File: src/rtl/seg_dma_pkg.sv
// Shared register indices, command/status bit positions and engine state
// type for the chained DMA channel. Positions here are software-visible.
package seg_dma_pkg;

    typedef enum logic [3:0] {
        RIX_CSR      = 4'd0,
        RIX_NEXT     = 4'd1,
        RIX_LIMIT    = 4'd2,
        RIX_START    = 4'd3,
        RIX_STOP     = 4'd4,
        RIX_SV_NEXT  = 4'd5,
        RIX_SV_LIMIT = 4'd6,
        RIX_SV_START = 4'd7,
        RIX_SV_STOP  = 4'd8
    } reg_ix_e;

    // Command bits taken from a control write.
    localparam int CMD_SET_RUN  = 16;
    localparam int CMD_SET_ONE  = 17;
    localparam int CMD_DIR      = 18;
    localparam int CMD_CLR_DONE = 19;
    localparam int CMD_RESET    = 20;
    localparam int CMD_INIT     = 21;

    // Status bits returned on a control read.
    localparam int ST_RUN   = 24;
    localparam int ST_ONE   = 25;
    localparam int ST_DIR   = 26;
    localparam int ST_DONE  = 27;
    localparam int ST_FAULT = 28;

    typedef enum logic {
        ENG_IDLE = 1'b0,
        ENG_BUSY = 1'b1
    } eng_state_e;

    typedef struct packed {
        logic run;
        logic one_shot;
        logic dir_in;
        logic done;
        logic fault;
    } chan_status_t;

endpackage

File: src/rtl/seg_dma_csr.sv
// Command decoder and status flags.
// Assumes: cmd_we is already qualified with the control-register index;
// engine events arrive as single-cycle strobes. Engine events take
// priority over the software command issued in the same cycle.
module seg_dma_csr
    import seg_dma_pkg::*;
#(
    parameter int REG_W = 32
) (
    input  logic             clk,
    input  logic             rst_n,
    input  logic             cmd_we,
    input  logic [REG_W-1:0] cmd_wdata,
    input  logic             ev_seg_end,
    input  logic             ev_fault,
    output chan_status_t     status,
    output logic             init_snap
);

    chan_status_t st_q;
    chan_status_t st_d;

    // Next-state of the flags: reset command, then clears, then sets, then engine events.
    always_comb begin
        st_d = st_q;
        if (cmd_we) begin
            st_d.dir_in = cmd_wdata[CMD_DIR];
            if (cmd_wdata[CMD_RESET]) begin
                st_d.run      = 1'b0;
                st_d.one_shot = 1'b0;
                st_d.done     = 1'b0;
                st_d.fault    = 1'b0;
            end
            if (cmd_wdata[CMD_CLR_DONE]) begin
                st_d.done = 1'b0;
            end
            if (cmd_wdata[CMD_SET_ONE]) begin
                st_d.one_shot = 1'b1;
            end
            if (cmd_wdata[CMD_SET_RUN] && !st_d.fault) begin
                st_d.run = 1'b1;
            end
        end
        if (ev_seg_end) begin
            st_d.done = 1'b1;
            if (st_q.one_shot) begin
                st_d.run = 1'b0;
            end
        end
        if (ev_fault) begin
            st_d.fault = 1'b1;
            st_d.run   = 1'b0;
        end
    end

    // Flag register.
    always_ff @(posedge clk) begin
        if (!rst_n) begin
            st_q <= '0;
        end else begin
            st_q <= st_d;
        end
    end

    // Snapshot request is a plain decode of the write.
    assign init_snap = cmd_we && cmd_wdata[CMD_INIT];
    assign status    = st_q;

endmodule

File: src/rtl/seg_dma_ptrs.sv
// Live pointer registers (current, end, follow-on start, follow-on end)
// and their read-only shadow copies.
// Assumes: adv and promote never occur together (engine busy vs idle);
// engine updates win over a software write in the same cycle.
module seg_dma_ptrs #(
    parameter int ADDR_W            = 32,
    parameter int WORD_BYTES        = 4,
    parameter int BEGIN_ALIGN_BYTES = 4,
    parameter int END_ALIGN_BYTES   = 16
) (
    input  logic              clk,
    input  logic              rst_n,
    input  logic              sw_we,
    input  logic [3:0]        sw_sel,
    input  logic [ADDR_W-1:0] sw_wdata,
    input  logic              frozen,
    input  logic              adv,
    input  logic              promote,
    input  logic              capture,
    output logic [ADDR_W-1:0] live   [4],
    output logic [ADDR_W-1:0] shadow [4]
);

    localparam int BEG_LSB = $clog2(BEGIN_ALIGN_BYTES);
    localparam int END_LSB = $clog2(END_ALIGN_BYTES);
    localparam logic [ADDR_W-1:0] BEG_KEEP = {ADDR_W{1'b1}} << BEG_LSB;
    localparam logic [ADDR_W-1:0] END_KEEP = {ADDR_W{1'b1}} << END_LSB;
    localparam logic [ADDR_W-1:0] STEP     = ADDR_W'(WORD_BYTES);

    logic              eng_hit [4];
    logic [ADDR_W-1:0] eng_val [4];

    // Engine-driven updates: promotion and word stepping.
    always_comb begin
        eng_hit[0] = promote || adv;
        eng_val[0] = promote ? live[2] : (live[0] + STEP);
        eng_hit[1] = promote;
        eng_val[1] = live[3];
        eng_hit[2] = 1'b0;
        eng_val[2] = live[2];
        eng_hit[3] = 1'b0;
        eng_val[3] = live[3];
    end

    genvar gi;
    generate
        for (gi = 0; gi < 4; gi++) begin : g_ptr
            // Even slots are segment starts, odd slots are segment ends.
            localparam logic [ADDR_W-1:0] KEEP = (gi % 2 == 0) ? BEG_KEEP : END_KEEP;
            logic [ADDR_W-1:0] live_q;
            logic [ADDR_W-1:0] shadow_q;

            // Live pointer: engine update, else unfrozen software write.
            always_ff @(posedge clk) begin
                if (!rst_n) begin
                    live_q <= '0;
                end else if (eng_hit[gi]) begin
                    live_q <= eng_val[gi];
                end else if (sw_we && !frozen && (sw_sel == 4'(gi + 1))) begin
                    live_q <= sw_wdata & KEEP;
                end
            end

            // Shadow copy: captured on segment end or snapshot command.
            always_ff @(posedge clk) begin
                if (!rst_n) begin
                    shadow_q <= '0;
                end else if (capture) begin
                    shadow_q <= live_q;
                end
            end

            assign live[gi]   = live_q;
            assign shadow[gi] = shadow_q;
        end
    endgenerate

endmodule

File: src/rtl/seg_dma_engine.sv
// Transfer engine: one word per device request, segment end detection,
// span check and error capture.
// Assumes: memory answers each request exactly once with mem_rsp, and
// holds nothing across responses; pointers arrive from seg_dma_ptrs.
module seg_dma_engine
    import seg_dma_pkg::*;
#(
    parameter int ADDR_W        = 32,
    parameter int MAX_SEG_BYTES = 8192
) (
    input  logic              clk,
    input  logic              rst_n,
    input  logic              run,
    input  logic              fault,
    input  logic              dir_in,
    input  logic [ADDR_W-1:0] cur_next,
    input  logic [ADDR_W-1:0] cur_limit,
    input  logic              dev_req,
    input  logic              mem_rsp,
    input  logic              mem_err,
    output logic              mem_req,
    output logic              mem_we,
    output logic [ADDR_W-1:0] mem_addr,
    output logic              dev_ack,
    output logic              adv,
    output logic              seg_end,
    output logic              fault_ev
);

    localparam logic [ADDR_W-1:0] MAX_SPAN = ADDR_W'(MAX_SEG_BYTES);

    eng_state_e        state_q;
    logic [ADDR_W-1:0] addr_q;
    logic              we_q;
    logic              active;
    logic              at_end;
    logic              too_long;
    logic              launch;
    logic              rsp_ok;
    logic              rsp_bad;
    logic [ADDR_W-1:0] span;

    // Decode of what the engine does this cycle.
    always_comb begin
        span     = cur_limit - cur_next;
        active   = (state_q == ENG_IDLE) && run && !fault;
        at_end   = (cur_next == cur_limit);
        too_long = (span > MAX_SPAN);
        seg_end  = active && at_end;
        launch   = active && !at_end && !too_long && dev_req;
        rsp_ok   = (state_q == ENG_BUSY) && mem_rsp && !mem_err;
        rsp_bad  = (state_q == ENG_BUSY) && mem_rsp && mem_err;
        fault_ev = rsp_bad || (active && !at_end && too_long);
        adv      = rsp_ok;
        dev_ack  = rsp_ok;
    end

    // Request state, address and direction latched at launch.
    always_ff @(posedge clk) begin
        if (!rst_n) begin
            state_q <= ENG_IDLE;
            addr_q  <= '0;
            we_q    <= 1'b0;
        end else begin
            case (state_q)
                ENG_IDLE: begin
                    if (launch) begin
                        state_q <= ENG_BUSY;
                        addr_q  <= cur_next;
                        we_q    <= dir_in;
                    end
                end
                ENG_BUSY: begin
                    if (mem_rsp) begin
                        state_q <= ENG_IDLE;
                    end
                end
                default: state_q <= ENG_IDLE;
            endcase
        end
    end

    assign mem_req  = (state_q == ENG_BUSY);
    assign mem_we   = we_q;
    assign mem_addr = addr_q;

endmodule

File: src/rtl/seg_dma_channel.sv
// Top of the chained double-buffer DMA channel: register port decode,
// read mux and wiring of flags, pointers and engine.
// Assumes: register reads are combinational on reg_addr; data words are
// passed straight between device and memory ports.
module seg_dma_channel
    import seg_dma_pkg::*;
#(
    parameter int ADDR_W            = 32,
    parameter int DATA_W            = 32,
    parameter int MAX_SEG_BYTES     = 8192,
    parameter int BEGIN_ALIGN_BYTES = 4,
    parameter int END_ALIGN_BYTES   = 16
) (
    input  logic              clk,
    input  logic              rst_n,
    input  logic              reg_we,
    input  logic [3:0]        reg_addr,
    input  logic [ADDR_W-1:0] reg_wdata,
    output logic [ADDR_W-1:0] reg_rdata,
    input  logic              dev_req,
    output logic              dev_ack,
    input  logic [DATA_W-1:0] dev_wdata,
    output logic [DATA_W-1:0] dev_rdata,
    output logic              mem_req,
    output logic              mem_we,
    output logic [ADDR_W-1:0] mem_addr,
    output logic [DATA_W-1:0] mem_wdata,
    input  logic [DATA_W-1:0] mem_rdata,
    input  logic              mem_rsp,
    input  logic              mem_err
);

    localparam int WORD_BYTES = DATA_W / 8;

    chan_status_t      status;
    logic              init_snap;
    logic              ev_adv;
    logic              ev_seg_end;
    logic              ev_fault;
    logic              promote;
    logic              csr_we;
    logic [ADDR_W-1:0] live   [4];
    logic [ADDR_W-1:0] shadow [4];
    logic [ADDR_W-1:0] status_word;

    // Names used by the bound checker.
    logic              st_run;
    logic              st_one;
    logic              st_done;
    logic              st_fault;
    logic [ADDR_W-1:0] cur_next;
    logic [ADDR_W-1:0] cur_limit;

    assign csr_we  = reg_we && (reg_addr == 4'(RIX_CSR));
    assign promote = ev_seg_end && !status.one_shot;

    seg_dma_csr #(
        .REG_W (ADDR_W)
    ) u_csr (
        .clk        (clk),
        .rst_n      (rst_n),
        .cmd_we     (csr_we),
        .cmd_wdata  (reg_wdata),
        .ev_seg_end (ev_seg_end),
        .ev_fault   (ev_fault),
        .status     (status),
        .init_snap  (init_snap)
    );

    seg_dma_ptrs #(
        .ADDR_W            (ADDR_W),
        .WORD_BYTES        (WORD_BYTES),
        .BEGIN_ALIGN_BYTES (BEGIN_ALIGN_BYTES),
        .END_ALIGN_BYTES   (END_ALIGN_BYTES)
    ) u_ptrs (
        .clk      (clk),
        .rst_n    (rst_n),
        .sw_we    (reg_we),
        .sw_sel   (reg_addr),
        .sw_wdata (reg_wdata),
        .frozen   (status.fault),
        .adv      (ev_adv),
        .promote  (promote),
        .capture  (ev_seg_end || init_snap),
        .live     (live),
        .shadow   (shadow)
    );

    seg_dma_engine #(
        .ADDR_W        (ADDR_W),
        .MAX_SEG_BYTES (MAX_SEG_BYTES)
    ) u_eng (
        .clk       (clk),
        .rst_n     (rst_n),
        .run       (status.run),
        .fault     (status.fault),
        .dir_in    (status.dir_in),
        .cur_next  (live[0]),
        .cur_limit (live[1]),
        .dev_req   (dev_req),
        .mem_rsp   (mem_rsp),
        .mem_err   (mem_err),
        .mem_req   (mem_req),
        .mem_we    (mem_we),
        .mem_addr  (mem_addr),
        .dev_ack   (dev_ack),
        .adv       (ev_adv),
        .seg_end   (ev_seg_end),
        .fault_ev  (ev_fault)
    );

    // Data passes straight through between the two ports.
    assign mem_wdata = dev_wdata;
    assign dev_rdata = mem_rdata;

    // Status word assembly.
    always_comb begin
        status_word           = '0;
        status_word[ST_RUN]   = status.run;
        status_word[ST_ONE]   = status.one_shot;
        status_word[ST_DIR]   = status.dir_in;
        status_word[ST_DONE]  = status.done;
        status_word[ST_FAULT] = status.fault;
    end

    // Register read mux.
    always_comb begin
        case (reg_addr)
            4'(RIX_CSR):      reg_rdata = status_word;
            4'(RIX_NEXT):     reg_rdata = live[0];
            4'(RIX_LIMIT):    reg_rdata = live[1];
            4'(RIX_START):    reg_rdata = live[2];
            4'(RIX_STOP):     reg_rdata = live[3];
            4'(RIX_SV_NEXT):  reg_rdata = shadow[0];
            4'(RIX_SV_LIMIT): reg_rdata = shadow[1];
            4'(RIX_SV_START): reg_rdata = shadow[2];
            4'(RIX_SV_STOP):  reg_rdata = shadow[3];
            default:          reg_rdata = '0;
        endcase
    end

    assign st_run    = status.run;
    assign st_one    = status.one_shot;
    assign st_done   = status.done;
    assign st_fault  = status.fault;
    assign cur_next  = live[0];
    assign cur_limit = live[1];

endmodule

File: config.mk
export PLATFORM = sky130hd
export DESIGN_NAME = seg_dma_channel
export DESIGN_NICKNAME = d
export VERILOG_FILES = /design/src/rtl/seg_dma_pkg.sv /design/src/rtl/seg_dma_csr.sv /design/src/rtl/seg_dma_ptrs.sv /design/src/rtl/seg_dma_engine.sv /design/src/rtl/seg_dma_channel.sv
export SDC_FILE = /design/constraint.sdc
export NUM_CORES = 1
export LEC_CHECK = 0
export BUFFER_PORTS_ARGS = -buffer_cell sky130_fd_sc_hd__clkbuf_2
export CAP_MARGIN = 40
export CORE_ASPECT_RATIO = 1.1
export CORE_UTILIZATION = 40
export DETAILED_ROUTE_END_ITERATION = 7
export REMOVE_ABC_BUFFERS = 1
export SYNTH_ARGS = -nofsm -noshare
export SYNTH_HDL_FRONTEND = slang
export SYNTH_SLANG_ARGS = --single-unit
File: constraint.sdc
create_clock -name clk -period 3.51 [get_ports clk]
set_clock_uncertainty 0.1 [all_clocks]
set_input_delay 0 -clock clk [delete_from_list [all_inputs] [get_ports clk]]
set_output_delay 0 -clock clk [all_outputs]
set_load 0.01 [all_outputs]
==> impl_metrics.json, run 1 <==
{
  "cp.required_ps": 3860,
  "yosys.area.top_type_share_pct": 35.6,
  "violations": "negative setup slack",
  "clkSinkCount": 269,
  "synth_compound_area_share_pct": 26.5,
  "final_cell_mix": "nand2_1 (464), dfxtp_1 (266), a21boi_0 (179)",
  "routedWlPerCell_um": 23.3,
  "cts_made_buffers": 29,
  "ys_async_sr_fraction_pct": 0,
  "hpwl_mm": 41.0,
  "fmax_ghz": 0.283,
  "yosys_most_used_dff": "dfxtp_1",
  "hold_path.startpoint": "dev_req",
  "final_cell_count_no_fill": 2617,
  "outcome": "complete, but fails checks",
  "synth_warnings": 0,
  "timing.final.max_slew_violations": 0,
  "worst_pin_slew_ps": 878,
  "synth_top_family_by_area": "compound AO/OA/AOI/OAI gates",
  "clkTransAtPathRegs_ps": 70,
  "hold_viol": 0,
  "cp-start-kind": "flip-flop",
  "synth.area.mux_share_pct": 2.75,
  "grt_pass1_vias": 14400,
  "cts_tree": "done",
  "drv_cap": 0,
  "die_area_um2": 38600,
  "antenna_found_initial": 14,
  "fin_crit_ps": 3540,
  "utilization_pct": 50.5,
  "fp.dieH_um": 206,
  "track_usage_pct": 30.6,
  "yosys.area_share.simple_pct": 22.4,
  "rrSetupSlack_ps": -30,
  "drive_gt1_share_pct": 17.7,
  "grt_max_degree": 117,
  "final_common_cell": "nand2_1",
  "ys_seq_area_share_pct": 35.6,
  "nets": 2226,
  "antenna_left": 0,
  "syn_area_um2": 15100,
  "dp_cells": 2440,
  "final.period_utilization_pct": 101,
  "endpoint_kind": "flip-flop",
  "fillers": 3662,
  "cts.root.buffer_cell": "clkbuf_16",
  "reg2reg_to": "u_eng.mem_addr[5]",
  "grt_first_pass_wirelength_mm": 90.7,
  "hold_end": "u_eng.mem_req",
  "relSlewSlack_pct": 41.4,
  "start_util_pct": 40.6,
  "synth_fa_ha_area_share_pct": 2.48,
  "clk_latency_ps": 570,
  "syn_inst": 1932,
  "synthDistinctLibCells": 75,
  "hp-class": "input pin to flip-flop",
  "htreeDepth": 1,
  "clockBufferDepth": 3,
  "synth_xor_area_share_pct": 1.56,
  "core-area_um2": 37200,
  "ios": 237,
  "seqCellArea_um2": 5390,
  "rsz0062_at_grt": "true",
  "grt-ovfl-total": 0,
  "vdd_ir_drop_max_mv": 0.327,
  "avgSynthCellArea_um2": 7.83,
  "die-width_um": 187,
  "routed_wl_mm": 60.9,
  "p_leak_nw": 7.52,
  "synth_edf_count": 0,
  "vias_per_cell": 5.90,
  "r2r_cells": 13,
  "setup_viol": 2,
  "drtPass1Iterations": 7,
  "portBuffers": 102,
  "yosysTopAreaCell": "dfxtp_1",
  "ys_ff_latch": 269,
  "rows": 74,
  "multi_input_area_um2": 8800,
  "powerDensity_nw_per_um2": 394,
  "area.growth.synth_to_final_pct": 24.3,
  "crit_fanout": 6,
  "crit_type": "flip-flop to flip-flop",
  "gp_congestion": 0.971,
  "synth.area.top_cells": "dfxtp_1 (36%), nand2_1 (12%), a21boi_0 (8.9%)",
  "route.vias.total": 15400,
  "drt_iter0_drc": 1766,
  "setup_slack_ps": -26.5,
  "hold_depth": 6,
  "total_power_mw": 7.42,
  "drc": 0,
  "reg2reg_from": "u_ptrs.g_ptr[1].live_q[15]",
  "cp.arrival_ps": 3890
}
## worst max-delay path by stage
stage,startpoint,end,slack [ps],depth (start not counted)
2_1_floorplan,reg_addr[0],u_ptrs.g_ptr[1].live_q[10],-1590,6
3_3_place_gp,u_ptrs.g_ptr[0].live_q[4],u_eng.mem_addr[15],-260,14
3_5_place_dp,u_ptrs.g_ptr[0].live_q[4],u_eng.mem_addr[4],-270,14
4_1_cts,u_ptrs.g_ptr[0].live_q[4],u_eng.mem_addr[4],-80,14
5_1_grt,u_ptrs.g_ptr[0].live_q[24],u_eng.mem_addr[5],-160,15
6_report,u_ptrs.g_ptr[1].live_q[15],u_eng.mem_addr[5],-30,13
## logic make-up after synthesis
group,after synthesis
xor+xnor,27
other cells,1
compound gates,543
buf+inv,264
mux,41
fa+ha+maj,30
simple gates,757
flops,269
## layer usage
| layer | global-route usage [%] | up-vias | wire length [um] |
|---|---|---|---|
| li1 | - | 7078 | - |
| met1 | 41.4 | 7499 | 26700 |
| met2 | 48.3 | 720 | 27000 |
| met3 | 5.84 | 137 | 4940 |
| met4 | 11.2 | 8 | 2250 |
| met5 | 0 | - | 56 |
## sequential cells by signal, indices dropped and copies added (netlist names)
name	cells
u_eng.mem_req	1
u_ptrs.g_ptr.live_q	116
u_ptrs.g_ptr.shadow_q	116
u_csr.status	5
u_eng.mem_we	1
u_eng.mem_addr	30
## layout make-up
| cell class | instances | share of cell area [%] |
|---|---|---|
| diodes | 13 | 0.173 |
| clock buffers | 40 | 4.35 |
| clock inverters | 11 | 0.592 |
| inverters | 41 | 0.818 |
| multi-input cells | 1402 | 46.8 |
| flip-flops and latches | 269 | 28.7 |
| well taps | 494 | 3.29 |
| repair buffers | 347 | 15.3 |
## critical path, cell delays in order, from the launching register on
cell and delay (ps):
dfxtp_1 460, ha_1 340, a21oi_2 240, o21a_1 230, o22ai_1 110, nor4_1 350
o221a_2 270, nand4_1 140, nor4_4 380, nand4_4 190, buf_6 200, buf_16 160
mux2i_1 170, nor2b_1 80
## repair_timing
action | in CTS | in global routing
hold endpoints to repair | 222 | 0
pin swaps | 9 | 16
gates cloned | 3 | 0
setup endpoints to repair | 33 | 45
gates resized for setup | 30 | 45
hold buffers | 99 | 0
buffers inserted | 5 | 7
## Yosys cell counts, drive strengths merged (8+ instances only)
cell	count
a222oi	14
dfxtp	269
clkbuf	125
o21ai	60
and2	14
a221oi	31
a31oi	15
o22ai	8
o21a	9
a21oi	67
inv	41
a22oi	54
a21boi	180
and3	13
xnor2	24
o211a	36
nor2	45
nor2b	37
a22o	22
nand3	90
ha	30
mux2i	36
nand4	31
buf	98
nand2	466
nor3	27
nor4	10
## stage by stage
stage / instance area (um^2) / worst slack [ps] / setup TNS [ps] / hold slack [ps]
after floorplan: 14000 / -1590 / -160500 / -100
after global placement: 16300 / -261 / -7790 / -99.9
after detailed placement: 16300 / -268 / -7380 / -99.9
after CTS: 18500 / -75.8 / -1540 / 136
after global routing: 18800 / -163 / -3540 / 154
final: 18800 / -26.5 / -43.3 / 143
## power breakdown
| part | total, mW | switching [mW] | internal (mW) |
|---|---|---|---|
| clock | 3.06 | 1.30 | 1.76 |
| sequential | 3.10 | 0.0265 | 3.08 |
| combinational | 1.25 | 0.702 | 0.551 |
| total | 7.42 | 2.03 | 5.39 |
Power figures use the tool's default switching activity.
==> run 2, diff against run 1 <==
Settings changed: CORE_ASPECT_RATIO 1.1 to 1.5, CORE_UTILIZATION 40 to 45, PLACE_DENSITY set to 0.68.
==> run 2 against run 1 <==
Compared with the run above:
- the run still ends with negative setup slack left
- fmax rose by 0.53%
- final area fell by 1.2%
- largest power group unchanged
- die area fell by 11%
- largest cell class unchanged
- cell count fell by 2.8%
- highest routed layer unchanged
- non-clock buffer count rose by 11
- clock power fell by 4%
- routed wire length fell by 2.3%
- combinational power barely moved
- via count rose by 1.1%
- critical endpoint is now u_eng.mem_addr[13]
==> impl_metrics.json, run 2 (same netlist as run 1, synthesis figures left out) <==
{
  "violations": "negative setup slack",
  "antenna_found_initial": 10,
  "p_leak_nw": 7.50,
  "path_cells": "inv_2 > ha_4 > buf_6 > a21o_1 > a21oi_4 > o311ai_4 > buf_4 > nand4_1 > a311oi_2 > nand4_1 > nor4_4 > nand4_4 > buf_12 > mux2i_1 > nor2b_1",
  "cts_tree": "done",
  "pwr-share-seq_pct": 42.5,
  "cp.arrival_ps": 3900,
  "routedWlPerCell_um": 23.4,
  "crit_path_max_incr_delay_ps": 410,
  "crit_fanout": 15,
  "timing.final.max_slew_violations": 0,
  "endpoint_kind": "flip-flop",
  "cpMostUsedCell": "nand4_1",
  "outcome": "complete, but fails checks",
  "drtPass1Iterations": 8,
  "drv_cap": 0,
  "antenna_left": 0,
  "grt_max_degree": 83,
  "drt_iter0_drc": 1663,
  "worst-path-buf-inv": 4,
  "grt_pass1_vias": 14900,
  "final_cell_mix": "nand2_1 (461), dfxtp_1 (264), a21boi_0 (179)",
  "track_usage_pct": 34.1,
  "vias_per_cell": 6.14,
  "fin_area_um2": 18600,
  "hold_viol": 0,
  "cts_made_buffers": 27,
  "drive_gt1_share_pct": 18.0,
  "dp_cells": 2376,
  "nets": 2235,
  "place_area_um2": 16300,
  "clkSinkCount": 269,
  "setup_viol": 1,
  "ios": 237,
  "drc": 0,
  "die-width_um": 152,
  "crit_type": "flip-flop to flip-flop",
  "grt_first_pass_wirelength_mm": 88.4,
  "clockBufferDepth": 3,
  "htreeDepth": 1,
  "powerDensity_nw_per_um2": 393,
  "crit_family": "simple AND/OR/NAND/NOR gates",
  "hpwl_mm": 41.2,
  "clkTransAtPathRegs_ps": 70,
  "final_common_cell": "nand2_1",
  "final_cell_count_no_fill": 2544,
  "switching_share_pct": 27.5,
  "setup_slack_ps": -7.83,
  "fmax_ghz": 0.284,
  "core-area_um2": 32800,
  "fin_crit_ps": 3520,
  "rsz0062_at_grt": "true",
  "pwr-share-comb_pct": 17.3,
  "portBuffers": 102,
  "worst_pin_slew_ps": 792,
  "routed_wl_mm": 59.5,
  "p_switching_mw": 2.01,
  "slowest_stage": "nor4_4",
  "cp.required_ps": 3890,
  "fp.dieH_um": 227,
  "relSlewSlack_pct": 47.2,
  "die_area_um2": 34400,
  "total_power_mw": 7.30,
  "rows": 81,
  "grt-ovfl-total": 0,
  "route.vias.total": 15600,
  "clk_latency_ps": 570,
  "intPower_mw": 5.29,
  "vdd_ir_drop_max_mv": 0.440,
  "p_clk_share_pct": 40.2,
  "final.period_utilization_pct": 100,
  "gp_congestion": 0.962,
  "start_util_pct": 46.1,
  "area.growth.synth_to_final_pct": 22.9,
  "cts.root.buffer_cell": "clkbuf_16",
  "hp-class": "input pin to flip-flop",
  "utilization_pct": 56.6,
  "cp-start-kind": "flip-flop"
}
==> run 2: stage by stage <==
stage	setup TNS (ps)	hold WS [ps]	setup slack [ps]
2_1_floorplan	-160500	-100	-1590
3_3_place_gp	-214	-99.9	-20.0
3_5_place_dp	-1200	-99.9	-71.1
4_1_cts	-0.385	81.8	-0.385
5_1_grt	-883	129	-96.1
6_report	-7.83	104	-7.83
==> run 2: power by group through the flow <==
| stage | registers [mW] | logic (mW) | clock network, mW |
|---|---|---|---|
| after global routing | 3.10 | 1.33 | 3.07 |
| after floorplan | 3.17 | 0.559 | 0 |
| after detailed placement | 3.17 | 0.982 | 0 |
| final | 3.10 | 1.26 | 2.94 |
| after global placement | 3.17 | 0.981 | 0 |
| after CTS | 3.10 | 1.13 | 2.95 |
==> run 2: repair_timing <==
| item | in CTS | in global routing |
|---|---|---|
| buffers inserted | 1 | 9 |
| hold buffers | 99 | 0 |
| endpoints found under the hold margin | 215 | 0 |
| gates resized for setup | 6 | 61 |
| setup endpoints to repair | 31 | 40 |
| pin swaps | 1 | 10 |
==> run 2: worst paths after layout <==
check | from | end | slack [ps] | cells after the start
max | u_ptrs.g_ptr[0].live_q[4] | u_eng.mem_addr[13] | -8 | 15
min | dev_req | u_eng.mem_req | 100 | 5
max reg2reg | u_ptrs.g_ptr[0].live_q[4] | u_eng.mem_addr[13] | -8 | 15
min reg2reg | u_ptrs.g_ptr[2].shadow_q[21] | u_ptrs.g_ptr[2].shadow_q[21] | 360 | 2
==> run 2: metal layers <==
layer	part of all wire (%)	vias to the layer above	global-route usage [%]	wire, um
met5	0.096	-	0	57
met4	5.0	8	15.6	2970
met3	8.5	208	6.38	5060
met2	46	878	55.5	27500
met1	40	7440	43.2	23900
li1	-	7078	-	-
==> run 2: area by class of cell <==
type | instances | area (um^2)
clock buffers | 42 | 812
inverters | 41 | 154
fillers | 3019 | 14300
well taps | 415 | 519
repair buffers | 358 | 2820
flip-flops and latches | 269 | 5390
diodes | 11 | 27.5
clock inverters | 6 | 62.6
multi-input cells | 1402 | 8800
==> run 2: tightest hold or removal path: cells and delay by family <==
family	cells	cell delay, ps
and+or+nand+nor	2	330
AOI/OAI and AO/OA	1	80
buffers and inverters	2	310
==> run 3, diff against run 2 <==
Settings changed: SKIP_CTS_REPAIR_TIMING set to 1.
==> run 3 against run 2 <==
Compared with the run above:
- the run still ends with negative setup slack left
- sequential power is essentially flat
- final area shrank 0.16%
- via count grew 0.51%
- flip-flop and latch count is the same
- critical path type unchanged
==> impl_metrics.json, run 3 (same netlist as run 1, synthesis figures left out) <==
{
  "outcome": "complete, but fails checks",
  "violations": "negative setup slack",
  "drive_gt1_share_pct": 17.5,
  "grt_max_degree": 83,
  "cp-startpoint": "u_ptrs.g_ptr[0].live_q[4]",
  "fin_crit_ps": 3620,
  "tns_ps": -718,
  "hold_depth": 6,
  "drt_iter0_drc": 1554,
  "reg2reg_from": "u_ptrs.g_ptr[0].live_q[4]",
  "cp.arrival_ps": 3980,
  "utilization_pct": 56.5,
  "final_common_cell": "nand2_1",
  "hold_viol": 0,
  "die-width_um": 152,
  "htreeDepth": 1,
  "powerDensity_nw_per_um2": 391,
  "hpwl_mm": 41.2,
  "cp-start-kind": "flip-flop",
  "final_cell_mix": "nand2_1 (461), dfxtp_1 (267), a21boi_0 (179)",
  "dr_wl_met2_mm": 27.9,
  "clk_latency_ps": 570,
  "fin_area_um2": 18600,
  "whs_ps": 76.8,
  "drv_cap": 0,
  "cp.required_ps": 3860,
  "clockBufferDepth": 3,
  "hp-class": "input pin to flip-flop",
  "portBuffers": 102,
  "clkTransAtPathRegs_ps": 70,
  "hold_path.startpoint": "dev_req",
  "track_usage_pct": 33.0,
  "wl_met1_mm": 23.5,
  "drtPass1Iterations": 6,
  "rsz0062_at_grt": "true",
  "total_power_mw": 7.26,
  "core-area_um2": 32800,
  "cts.root.buffer_cell": "clkbuf_16",
  "rows": 81,
  "setup_viol": 21,
  "vdd_ir_drop_max_mv": 0.424,
  "endpoint_kind": "flip-flop",
  "fmax_ghz": 0.276,
  "dp_cells": 2376,
  "dr.max_layer_used": "met5",
  "nets": 2234,
  "place_area_um2": 16300,
  "fillers": 3027,
  "vias_per_cell": 6.17,
  "rrSetupSlack_ps": -110,
  "grt_first_pass_wirelength_mm": 85.3,
  "final_cell_count_no_fill": 2542,
  "r2r_cells": 15,
  "setup_slack_ps": -111,
  "worst_pin_slew_ps": 812,
  "start_util_pct": 46.1,
  "area.growth.synth_to_final_pct": 22.7,
  "clkSinkCount": 269,
  "cts_made_buffers": 27,
  "route.vias.total": 15700,
  "ios": 237,
  "hold_end": "u_eng.mem_req",
  "crit_type": "flip-flop to flip-flop",
  "grt-ovfl-total": 0,
  "final.period_utilization_pct": 103,
  "crit_fanout": 8,
  "pre_cts_ws_ps": -71.1,
  "relSlewSlack_pct": 45.9,
  "die_area_um2": 34400,
  "wl_met3_mm": 5.18,
  "cts_tree": "done",
  "routedWlPerCell_um": 23.4,
  "grt_pass1_vias": 14300,
  "drc": 0,
  "reg2reg_to": "u_eng.mem_addr[13]",
  "antenna_found_initial": 12,
  "antenna_left": 0,
  "p_leak_nw": 7.50,
  "routed_wl_mm": 59.5,
  "fp.dieH_um": 227,
  "gp_congestion": 0.962,
  "timing.final.max_slew_violations": 0
}
==> run 3: where the power goes <==
part | internal, mW | switching (mW)
Combinational | 0.524 | 0.688
Clock | 1.66 | 1.28
Sequential | 3.08 | 0.0260
==> run 3: per-layer routing <==
metal	global-route usage, %	up-vias
li1	-	7085
met1	40.0	7492
met2	52.4	886
met3	10.1	219
met4	14.9	10
met5	7.42	-
==> run 3: how the worst max path moves through the flow <==
stage,cells past startpoint,slack (ps),to
2_1_floorplan,6,-1590,u_ptrs.g_ptr[1].live_q[10]
3_3_place_gp,13,-20,u_eng.mem_addr[31]
3_5_place_dp,13,-70,u_eng.mem_addr[25]
4_1_cts,13,-100,u_eng.mem_addr[25]
5_1_grt,15,-210,u_eng.mem_addr[13]
6_report,15,-110,u_eng.mem_addr[13]
==> run 3: cell type report <==
class | count | area (um^2) | share of cell area [%]
multi-input combinational | 1402 | 8740 | 47.1
clock buffer | 42 | 812 | 4.38
inverter | 41 | 154 | 0.830
clock inverter | 6 | 62.6 | 0.337
antenna | 10 | 25.0 | 0.135
tap | 415 | 519 | 2.80
timing repair buffer | 357 | 2850 | 15.4
sequential | 269 | 5390 | 29.0
==> run 3: worst max-delay path: stages (launching register included) <==
cell,delay (ps)
dfxtp_2,330
inv_2,40
ha_4,250
or3b_4,400
buf_4,180
a21oi_4,150
o2111ai_2,160
nand3_2,120
xor2_1,70
or4_4,550
nor4_4,380
nand4_4,140
buf_4,190
buf_12,150
mux2i_1,210
nor2b_1,80
